===== src/rtl/pstep_cap_pkg.sv =====
package pstep_cap_pkg;
  localparam int PC_W    = 9;
  localparam int SEL_W   = 2;
  localparam int SETUP_W = PC_W + SEL_W;
  localparam int DATA_W  = 24;
  localparam int COEF_W  = 22;
  localparam int NUM_CAP = 4;
  localparam int NUM_RD  = 2;

  typedef enum logic [SEL_W-1:0] {
    SRC_MUL  = 2'b00,
    SRC_DB   = 2'b01,
    SRC_DIN  = 2'b10,
    SRC_COEF = 2'b11
  } src_sel_e;

  function automatic logic [DATA_W-1:0] widen_coef(input logic [COEF_W-1:0] c);
    return {{(DATA_W-COEF_W){c[COEF_W-1]}}, c};
  endfunction
endpackage


===== src/rtl/pstep_cap_slot.sv =====
module pstep_cap_slot
  import pstep_cap_pkg::*;
(
  input  logic               clk,
  input  logic               rst_n,
  input  logic               step_valid,
  input  logic [PC_W-1:0]    step_idx,
  input  logic [SETUP_W-1:0] setup,
  input  logic [DATA_W-1:0]  mul_out,
  input  logic [DATA_W-1:0]  db_out,
  input  logic [DATA_W-1:0]  mul_din,
  input  logic [COEF_W-1:0]  mul_coef,
  output logic [DATA_W-1:0]  cap_q
);
  logic [PC_W-1:0] trig_step;
  src_sel_e        sel;
  logic            hit;
  logic [DATA_W-1:0] pick;

  assign trig_step = setup[SETUP_W-1:SEL_W];
  assign sel       = src_sel_e'(setup[SEL_W-1:0]);
  assign hit       = step_valid && (step_idx == trig_step);

  always_comb begin
    unique case (sel)
      SRC_MUL:  pick = mul_out;
      SRC_DB:   pick = db_out;
      SRC_DIN:  pick = mul_din;
      default:  pick = widen_coef(mul_coef);
    endcase
  end

  always_ff @(posedge clk) begin
    if (!rst_n)   cap_q <= '0;
    else if (hit) cap_q <= pick;
  end

  p_mulout_r3: assert property (@(posedge clk) disable iff (!rst_n)
    (step_valid && step_idx == setup[SETUP_W-1:SEL_W] && setup[SEL_W-1:0] == 2'b00)
    |=> cap_q == $past(mul_out));
  p_dbout_r4: assert property (@(posedge clk) disable iff (!rst_n)
    (step_valid && step_idx == setup[SETUP_W-1:SEL_W] && setup[SEL_W-1:0] == 2'b01)
    |=> cap_q == $past(db_out));
  p_din_r5: assert property (@(posedge clk) disable iff (!rst_n)
    (step_valid && step_idx == setup[SETUP_W-1:SEL_W] && setup[SEL_W-1:0] == 2'b10)
    |=> cap_q == $past(mul_din));
  p_coef_r6: assert property (@(posedge clk) disable iff (!rst_n)
    (step_valid && step_idx == setup[SETUP_W-1:SEL_W] && setup[SEL_W-1:0] == 2'b11)
    |=> (cap_q[COEF_W-1:0] == $past(mul_coef)) && (cap_q[DATA_W-1] == $past(mul_coef[COEF_W-1])));
  p_hold_r7: assert property (@(posedge clk) disable iff (!rst_n)
    !(step_valid && step_idx == setup[SETUP_W-1:SEL_W]) |=> $stable(cap_q));
endmodule


===== src/rtl/pstep_cap_regs.sv =====
module pstep_cap_regs
  import pstep_cap_pkg::*;
#(
  parameter int ADDR_W    = 9,
  parameter int BASE_ADDR = 261
) (
  input  logic                              clk,
  input  logic                              rst_n,
  input  logic                              cfg_wr,
  input  logic [ADDR_W-1:0]                 cfg_addr,
  input  logic [SETUP_W-1:0]                cfg_wdata,
  input  logic [NUM_CAP-1:0][DATA_W-1:0]    caps,
  output logic [NUM_CAP-1:0][SETUP_W-1:0]   setups,
  output logic [DATA_W-1:0]                 cfg_rdata
);
  localparam int LAST_ADDR = BASE_ADDR + NUM_CAP - 1;

  logic in_range;
  assign in_range = (cfg_addr >= ADDR_W'(BASE_ADDR)) && (cfg_addr <= ADDR_W'(LAST_ADDR));

  for (genvar i = 0; i < NUM_CAP; i++) begin : g_setup
    logic sel_me;
    assign sel_me = cfg_wr && (cfg_addr == ADDR_W'(BASE_ADDR + i));
    always_ff @(posedge clk) begin
      if (!rst_n)      setups[i] <= '0;
      else if (sel_me) setups[i] <= cfg_wdata;
    end
    p_setup_write_r2: assert property (@(posedge clk) disable iff (!rst_n)
      (cfg_wr && cfg_addr == ADDR_W'(BASE_ADDR + i)) |=> setups[i] == $past(cfg_wdata));
  end

  always_comb begin
    cfg_rdata = '0;
    for (int i = 0; i < NUM_CAP; i++) begin
      if (cfg_addr == ADDR_W'(BASE_ADDR + i)) begin
        if (i < NUM_RD) cfg_rdata = caps[i];
        else            cfg_rdata = {{(DATA_W-SETUP_W){1'b0}}, setups[i]};
      end
    end
  end

  p_ignore_r9: assert property (@(posedge clk) disable iff (!rst_n)
    (cfg_wr && !in_range) |=> $stable(setups));
  p_nodata_r8: assert property (@(posedge clk) disable iff (!rst_n)
    !in_range |-> cfg_rdata == '0);
endmodule


===== src/rtl/pstep_capture.sv =====
module pstep_capture
  import pstep_cap_pkg::*;
#(
  parameter int ADDR_W    = 9,
  parameter int BASE_ADDR = 261
) (
  input  logic                clk,
  input  logic                rst_n,
  input  logic                step_valid,
  input  logic [PC_W-1:0]     step_idx,
  input  logic [DATA_W-1:0]   mul_out,
  input  logic [DATA_W-1:0]   db_out,
  input  logic [DATA_W-1:0]   mul_din,
  input  logic [COEF_W-1:0]   mul_coef,
  input  logic                cfg_wr,
  input  logic [ADDR_W-1:0]   cfg_addr,
  input  logic [SETUP_W-1:0]  cfg_wdata,
  output logic [DATA_W-1:0]   cfg_rdata,
  output logic [DATA_W-1:0]   ser_left,
  output logic [DATA_W-1:0]   ser_right
);
  logic [NUM_CAP-1:0][DATA_W-1:0]  caps;
  logic [NUM_CAP-1:0][SETUP_W-1:0] setups;

  pstep_cap_regs #(.ADDR_W(ADDR_W), .BASE_ADDR(BASE_ADDR)) u_regs (
    .clk       (clk),
    .rst_n     (rst_n),
    .cfg_wr    (cfg_wr),
    .cfg_addr  (cfg_addr),
    .cfg_wdata (cfg_wdata),
    .caps      (caps),
    .setups    (setups),
    .cfg_rdata (cfg_rdata)
  );

  for (genvar i = 0; i < NUM_CAP; i++) begin : g_slot
    pstep_cap_slot u_slot (
      .clk        (clk),
      .rst_n      (rst_n),
      .step_valid (step_valid),
      .step_idx   (step_idx),
      .setup      (setups[i]),
      .mul_out    (mul_out),
      .db_out     (db_out),
      .mul_din    (mul_din),
      .mul_coef   (mul_coef),
      .cap_q      (caps[i])
    );
  end

  assign ser_left  = caps[NUM_RD];
  assign ser_right = caps[NUM_RD+1];

  p_reset_r1: assert property (@(posedge clk)
    !rst_n |=> (ser_left == '0 && ser_right == '0));
endmodule


===== config.mk =====
export PLATFORM = sky130hd
export DESIGN_NAME = pstep_capture
export DESIGN_NICKNAME = d
export VERILOG_FILES = /design/src/rtl/pstep_cap_pkg.sv /design/src/rtl/pstep_cap_slot.sv /design/src/rtl/pstep_cap_regs.sv /design/src/rtl/pstep_capture.sv
export SDC_FILE = /design/constraint.sdc
export NUM_CORES = 1
export LEC_CHECK = 0
export BUFFER_PORTS_ARGS = -buffer_cell sky130_fd_sc_hd__buf_4
export CORE_MARGIN = 1.5
export CORE_UTILIZATION = 45
export DETAILED_ROUTE_END_ITERATION = 12
export PLACE_DENSITY = 0.68
export SETUP_SLACK_MARGIN = 0.02
export SLEW_MARGIN = 30
export SYNTH_ARGS = -nofsm -noshare
export SYNTH_HDL_FRONTEND = slang
export SYNTH_SLANG_ARGS = --single-unit

===== constraint.sdc =====
create_clock -name clk -period 4.75 [get_ports clk]
set_clock_uncertainty 0.1 [all_clocks]
set_input_delay 0.95 -clock clk [delete_from_list [all_inputs] [get_ports clk]]
set_output_delay 0.95 -clock clk [all_outputs]
set_load 0.1 [all_outputs]

# Yosys cells after proc, flatten, opt, wreduce, memory -nomap -nowiden
# Index checks and enable logic that the tools add are counted.
# op_classes
div	0
n_reduce_logical	12
eq_ne	16
mul	0
shift	0
mux	8
add_sub_neg	0
n_bitwise	0
n_lt_le_gt_ge	0
# op_table
cell	count
case mux 24 bit (3 select lines)	4
2-to-1 mux 24 bit	4
== test 9 bit	4
== test 9 bit, second input constant	4
== test 2 x 1 -> 1 bit, second input constant	4
== test 2 bit, second input constant	4
logical AND 1 bit	8
logical NOT 2 bit	4
# word_totals
romBits	0
reg_bits	140
in_bits	127
output_inout_bits	72
wordCells	44
n_memories	0
mem_bits_rw	0
latch_bits	0

# Logic depth before layout (Yosys ltp)
# Gate-level depths: netlist of run 1.
# depth
ltp_word	5
mapped_depth	7

# Cells and area by module
# Synthesis of run 1 repeated with hierarchy kept, for this count alone.
# unflattened
cells_unflattened	895
hier_area_um2	9639.2
# modules_own_cells
mod	area_per_inst_um2	n_inst	cells_per_inst
pstep_cap_slot	1843.0	4	159
pstep_cap_regs	2267.2	1	259

# Worst setup path after synthesis of run 1
# OpenSTA, ideal clock, no wires.
# synth_timing
path_type	input to output
startpoint	input cfg_addr[5]
endpoint	output cfg_rdata[10]
n_path_buf	1
path_slack_ns	-0.147
required_ns	3.700
t_arrival_ns	3.847
cell_stages	4
cell_sequence	nor4_4 -> nand4b_4 -> clkbuf_1 -> o21ai_0
# synth_between
elab_chain_cells	5
elab_cells_between_ends	8
classes_between	eq/ne: 4; mux: 4
# synth_lines
item	line_no	rtl
start, declared	pstep_capture.sv:16	input logic [ADDR_W-1:0] cfg_addr,
== test 9 bit	pstep_cap_regs.sv:35	if (cfg_addr == ADDR_W'(BASE_ADDR + i)) begin
2-to-1 mux 24 bit (3 in series)	pstep_cap_regs.sv:35	
2-to-1 mux 24 bit *	pstep_cap_regs.sv:35	
end, declared	pstep_capture.sv:18	output logic [DATA_W-1:0] cfg_rdata,
# Mark *: on every way between the ends. The rest lies on a longest branch, timed or not.

# Worst setup path in the final report of run 1
# layout_timing
startpoint	input cfg_addr[5]
endpoint	output cfg_rdata[9]
# The elaborated chain is that of the path after synthesis.

==> results.md, run 1 <==
* Status: complete, no violations
* Power Dens Cells at 263.6 mW/mm^2
* Rows at 52
* Cell accounting for the most synthesized area: dfxtp_1
* Post-synthesis cell count at 950
* Worst Max-Slew Pin Slew at 1.070 ns
* Synth Area in Compound Gates at 0.1697
* Sw Share at 0.2617
* Pleak at 3.632 nW
* CTS Hold Bufs at 0
* Pint at 2.167 mW
* Setup violators final at 0
* Die H at 148.3 um
* Post-synthesis sequential area ratio at 0.2951
* Synth Area in Simple Gates at 0.1215
* NetSw at 768.0 uW
* VDD IR max at 0.2804 mV
* Register Area at 0.002809 mm^2
* Bufs on Longest Clock Path at 2
* CP Class: input pin to primary output
* Detailed Place HPWL at 23.07 mm
* Net Count, Synth at 1077
* Multi-input logic area at 0.005710 mm^2
* Total Wirelength at 33.28 mm
* Worst r2r src: u_regs.setups[37]
* Fillers at 1814
* Average wire per standard cell at 25.66 um
* Cell Area, Synth at 0.009497 mm^2
* CP required at 3.70 ns
* Max-slew violations at 0
* Crit path launch type: input pin
* Synth top cells by count: 140 x dfxtp_1, 96 x mux4_2, 94 x nand2_1, 83 x a21oi_1, 81 x nand4_1
* Routed Antenna Nets at 0
* # diodes at 0
* Comb pwr share at 0.121
* Ys async rst share at 0
* Final Hold Viols at 0
* Die ar. at 0.02198 mm^2
* Period utilization at 0.7927
* Area fraction of the dominant cell type after synthesis at 0.2951
* Grt ovf at 0
* Vias per inst at 6.739
* Worst-path clk slew at 0.06 ns
* Largest family of logic cells by synthesized area: multiplexers
* Root buffer cell: clkbuf_16
* Post-Synth XOR/XNOR Area at 0.03320
* Hold Slack at 0.3651 ns
* Clk network pwr share at 0.479
* IO Count at 199
* CP Capture Type: primary output
* Hold Crit Class: flip-flop to flip-flop
* Period minus WS final at 3.765 ns
* Hold path startpoint: u_regs.setups[12]
* Flops & latches, synth at 140
* Post-CTS resize count at 0
* Input/output buffers at 198
* Sequential share of power at 0.400
* Global-route wire length before repair at 50.48 mm
* Top_reg_cell synth: dfxtp_1
* Clock Latency Late Sink at 0.43 ns
* Final Util at 0.5431
* Worst setup path start: cfg_addr[5]
* TritonCTS buffer count at 17
* All-Layer GR Usage at 0.3041
* Die Span X at 148.3 um
* Initial Util at 0.4634
* F_max at 265.6 MHz
* Max FO, Critical Path at 27
* CTS tree: yes
* CTS sink count at 140
* Data arrival, critical path at 2.72 ns
* Syn-to-layout area delta at 17.21%
* Slew HR at 0.2865
* Dpl ws at 0.9791 ns
* Layout cells sized above 1 at 0.3651
* Initial antenna violation count at 0
* Final setup TNS at 0 ns
* Post-synthesis average cell area at 9.996 um^2
* Core area at 0.02049 mm^2
* Vias in the first global route at 8496
* Largest net degree at the start of global routing at 93
* Synth top area cells: dfxtp_1 30%, mux4_2 23%, o31ai_1 5.7%, nand4_1 5.3%, buf_4 4.7%
* Setup WS post-layout at 0.9845 ns
* DRT Pass-1 Iters at 6
* Mux cell area share after synthesis at 0.2755
* Unrepaired setup endpoints after global routing: false
* Yosys warns at 0
* Most frequent cell after synthesis: dfxtp_1
* Final #Nets at 1141
* GP Congestion at 0.8737
* DRC viols at 0
* Drt first-iter violations at 1022
* EDFF count, synth at 0
* Post-CTS setup buffers at 0
* Synth cell types at 31
* CTS H-tree lvls at 4
* Adder-Cell Fraction of Synth Area at 0
* Vias at 8741
* Max-cap violations at 0
==> power groups by stage <==
stage	sequential, mW	clock (mW)	combinational, mW
after floorplan	1.20	0	0.178
after global placement	1.20	0	0.339
after detailed placement	1.20	0	0.343
after CTS	1.18	1.41	0.346
after global routing	1.17	1.46	0.370
final	1.17	1.41	0.354
==> cell type report <==
cell class,instances,share of cell area
Clock buffer,19,0.03979
Tap cell,270,0.03035
Inverter,2,0.0006745
Sequential cell,140,0.2524
Multi-Input combinational cell,632,0.5130
Clock inverter,13,0.01473
Timing Repair Buffer,221,0.1491
==> cells in the final DEF (no fill, tap or decap), types with 11 or more instances in the layout <==
cell / n
buf_4: 221
dfxtp_1: 137
mux4_2: 96
nand2_1: 91
a21oi_1: 83
nand4_1: 81
o31ai_1: 72
xnor2_1: 36
mux2i_1: 33
a22oi_1: 24
o311ai_0: 24
o41ai_1: 24
clkbuf_16: 17
nor2_1: 14
nand3_1: 12
mux2_2: 11
o21ai_0: 11
==> metal layers <==
metal | wire (um) | global-route usage | vias up | share of wire
met5 | 0 | 0 | - | 0
met4 | 1470 | 0.1490 | 0 | 0.044
met3 | 3535 | 0.06472 | 89 | 0.11
met2 | 15760 | 0.4914 | 566 | 0.47
met1 | 12510 | 0.3880 | 4273 | 0.38
li1 | - | - | 3813 | -
==> critical path, cell delays in order <==
cell and delay (ns):
buf_4 0.12, nor4_4 0.46, nand4b_4 0.48, o21ai_0 0.36
buf_4 0.34
==> state kept, by name, summed over array words and instances, names as in the netlist <==
signal,cells
u_regs.setups,44
g_slot.u_slot.cap_q,96
==> kinds of logic after synthesis <==
logic type                after synthesis
DFF                                   140
xor gates and xnor gates               36
muxes                                 140
and+or+nand+nor                       218
AOI/OAI and AO/OA                     238
buffers and inverters                 178
==> stage by stage <==
stage                     std cells  power, mW  area, um^2
after floorplan                 950      1.379        9497
after global placement         1265      1.541       10510
after detailed placement       1265      1.545       10510
after CTS                      1297      2.933       11120
after global routing           1297      3.007       11130
final                          1297      2.935       11130
==> worst paths after layout <==
path / end / slack, ns / cells past startpoint
worst max-delay path: cfg_rdata[9] / 0.98 / 5
worst min-delay path: u_regs.setups[12] / 0.37 / 2
worst max register to register: g_slot[3].u_slot.cap_q[4] / 2.49 / 5
worst min register to register: u_regs.setups[12] / 0.37 / 2
No activity file was read; power rests on OpenSTA's default activity.
==> inputs of run 2 (changes only) <==
--- a/config.mk
+++ b/config.mk
@@ -9,7 +9,7 @@
 export CORE_MARGIN = 1.5
 export CORE_UTILIZATION = 45
 export DETAILED_ROUTE_END_ITERATION = 12
-export PLACE_DENSITY = 0.68
+export PLACE_DENSITY = 0.7
 export SETUP_SLACK_MARGIN = 0.02
 export SLEW_MARGIN = 30
 export SYNTH_ARGS = -nofsm -noshare
==> constraint.sdc (replaced) <==
create_clock -name clk -period 3.1 [get_ports clk]
set_clock_uncertainty 0.1 [all_clocks]
set_input_delay 0.62 -clock clk [delete_from_list [all_inputs] [get_ports clk]]
set_output_delay 0.62 -clock clk [all_outputs]
set_load 0.1 [all_outputs]
==> run 2 against run 1 <==
Hold slack worse by 0.0094 ns. Via count up 1.6%. Combinational power up 57%. Sequential power up 54%. Non-clock buffer count up 21. Final cell count up 1.6%. Sequential cell count unchanged. Critical path type unchanged. Highest routed layer unchanged.
==> results.md, run 2 (synthesis results as in run 1) <==
* Vias in the first global route at 8565 (+0.81%)
* DP Area at 0.01070 mm^2 (+1.8%)
* Average wire per standard cell at 25.26 um (-1.5%)
* Worst-path clk slew at 0.06 ns (about the same)
* Final Hold Viols at 0 (unchanged)
* Uppermost layer routed: met4
* Critical path's largest stage delay at 0.36 ns (-0.12 ns)
* All-Layer GR Usage at 0.3047 (+0.0005221)
* Syn-to-layout area delta at 18.85%
* Die ar. at 0.02198 mm^2 (unchanged)
* CP delay by family, top: buffers and inverters
* Pwr Total at 4.456 mW (+52%)
* Die H at 148.3 um (unchanged)
* Input/output buffers at 198 (unchanged)
* Pleak at 3.742 nW (+3.0%)
* CP required at 2.38 ns (-1.32 ns)
* Vias at 8877 (+1.6%)
* Grt ovf at 0 (unchanged)
* Fillers at 1849 (+1.9%)
* Setup violators final at 0 (unchanged)
* CP Capture Type: primary output
* Detailed Place HPWL at 23.56 mm (+2.1%)
* Unrepaired setup endpoints after global routing: false
* CTS H-tree lvls at 4 (unchanged)
* Root buffer cell: clkbuf_16
* F_max at 359.7 MHz
* Crit-path cells: buf_4 -> nor4b_1 -> and3_1 -> buf_4 -> nand2_1 -> o21ai_1 -> buf_4
* Total Wirelength at 33.29 mm (about the same)
* Post-CTS setup buffers at 0 (unchanged)
* Most used cell, CP: buf_4
* Die Span X at 148.3 um (unchanged)
* Vias per inst at 6.735 (about the same)
* Setup WS post-layout at 0.3200 ns (-0.6645 ns)
* Hold path startpoint: cfg_wdata[0]
* TritonCTS buffer count at 17 (unchanged)
* Slowest stage cell, crit path: nor4b_1
* Period minus WS final at 2.780 ns
* Worst Max-Slew Pin Slew at 0.7857 ns (-0.2845 ns)
* Register Area at 0.002808 mm^2 (about the same)
* Final setup TNS at 0 ns (unchanged)
* Worst r2r src: u_regs.setups[33]
* Max FO, Critical Path at 15 (-44%)
* Layout cells sized above 1 at 0.3744 (+0.009262)
* Most frequent cells in the layout: 241 x buf_4, 136 x dfxtp_1, 96 x mux4_2
* Regs by FF count: g_slot.u_slot.cap_q x96, u_regs.setups x44
* Data arrival, critical path at 2.06 ns (-0.66 ns)
* CTS tree: yes
* Initial antenna violation count at 0 (unchanged)
* Max-slew violations at 0 (unchanged)
* CP Buf/Inv Count at 3 (+1)
* Drt first-iter violations at 1041 (+1.9%)
* CTS sink count at 140 (unchanged)
* Dpl ws at 0.3421 ns (-0.6370 ns)
* Largest net degree at the start of global routing at 62 (-33%)
* Worst setup path start: cfg_addr[0]
* GP Congestion at 0.8747 (+0.11%)
* Met3 Wirelength at 3.673 mm (+3.9%)
* Commonest non-fill, non-tap cell in the layout: buf_4
* Period utilization at 0.8968
* CP Class: input pin to primary output
* Non-Filler Instances at 1318 (+1.6%)
* Most flops, register: g_slot.u_slot.cap_q
* Global-route wire length before repair at 50.68 mm (+0.40%)
* DRC viols at 0 (unchanged)
* Initial Util at 0.4634 (unchanged)
* Multi-input logic area at 0.005717 mm^2 (+0.11%)
* Max-cap violations at 0 (unchanged)
* Met1 WL at 12.19 mm (-2.5%)
* Slew HR at 0.4755 (+0.1890)
* VDD IR max at 0.4122 mV (+47%)
* Design Area, Final at 0.01129 mm^2 (+1.4%)
* Rows at 52 (unchanged)
* Status: complete, no violations
* R2R setup slack at 1.05 ns (-1.44 ns)
* IO Count at 199 (unchanged)
* Bufs on Longest Clock Path at 2 (unchanged)
* Power Dens Cells at 394.7 mW/mm^2 (+50%)
* DRT Pass-1 Iters at 5 (-1)
* Final #Nets at 1162 (+1.8%)
* Crit path launch type: input pin
* Routed Antenna Nets at 0 (unchanged)
* Max reg flops at 96 (unchanged)
* Cells after DPL at 1286 (+1.7%)
* Clock Latency Late Sink at 0.43 ns (about the same)
* Core area at 0.02049 mm^2 (unchanged)
* Post-CTS resize count at 0 (unchanged)
* Hold Crit Class: input pin to flip-flop
* Metal2 WL at 15.84 mm (+0.50%)
* CTS Hold Bufs at 0 (unchanged)
run 2: where the power goes:
| part | internal (mW) | switching, mW |
|---|---|---|
| clock network | 1.30 | 0.797 |
| logic | 0.239 | 0.315 |
| registers | 1.80 | 0.00116 |
| total | 3.34 | 1.11 |
run 2: worst register-to-register path, cell delays in order, from the launching register on:
cell	delay [ns]
dfxtp_2	0.72
buf_4	0.37
mux4_2	0.53
nand4_1	0.11
a21oi_1	0.09
run 2: worst paths after layout:
check / endpoint / cells past startpoint
setup / recovery: cfg_rdata[0] / 7
hold / removal: u_regs.setups[33] / 3
hold reg to reg: g_slot[3].u_slot.cap_q[16] / 2
setup reg to reg: g_slot[3].u_slot.cap_q[21] / 4
run 2: area by class of cell:
class | instances | share of cell area
Timing Repair Buffer | 242 | 0.1621
Antenna cell | 1 | 0.0002217
Multi-Input combinational cell | 632 | 0.5065
Inverter | 2 | 0.0006651
Clock inverter | 7 | 0.01009
Clock buffer | 24 | 0.04179
Sequential cell | 140 | 0.2488
Tap cell | 270 | 0.02993
run 2: metal layers:
layer,vias to the layer above,GRT usage
li1,3843,-
met1,4331,0.3902
met2,612,0.4911
met3,91,0.06166
met4,0,0.1535
met5,-,0
run 2: per-stage QoR:
step,hold slack [ns],utilization
CTS,0.3469,0.5506
global placement,0.3524,0.5220
detailed placement,0.3619,0.5220
finish,0.3558,0.5507
floorplan,0.3415,-
global route,0.3521,0.5506
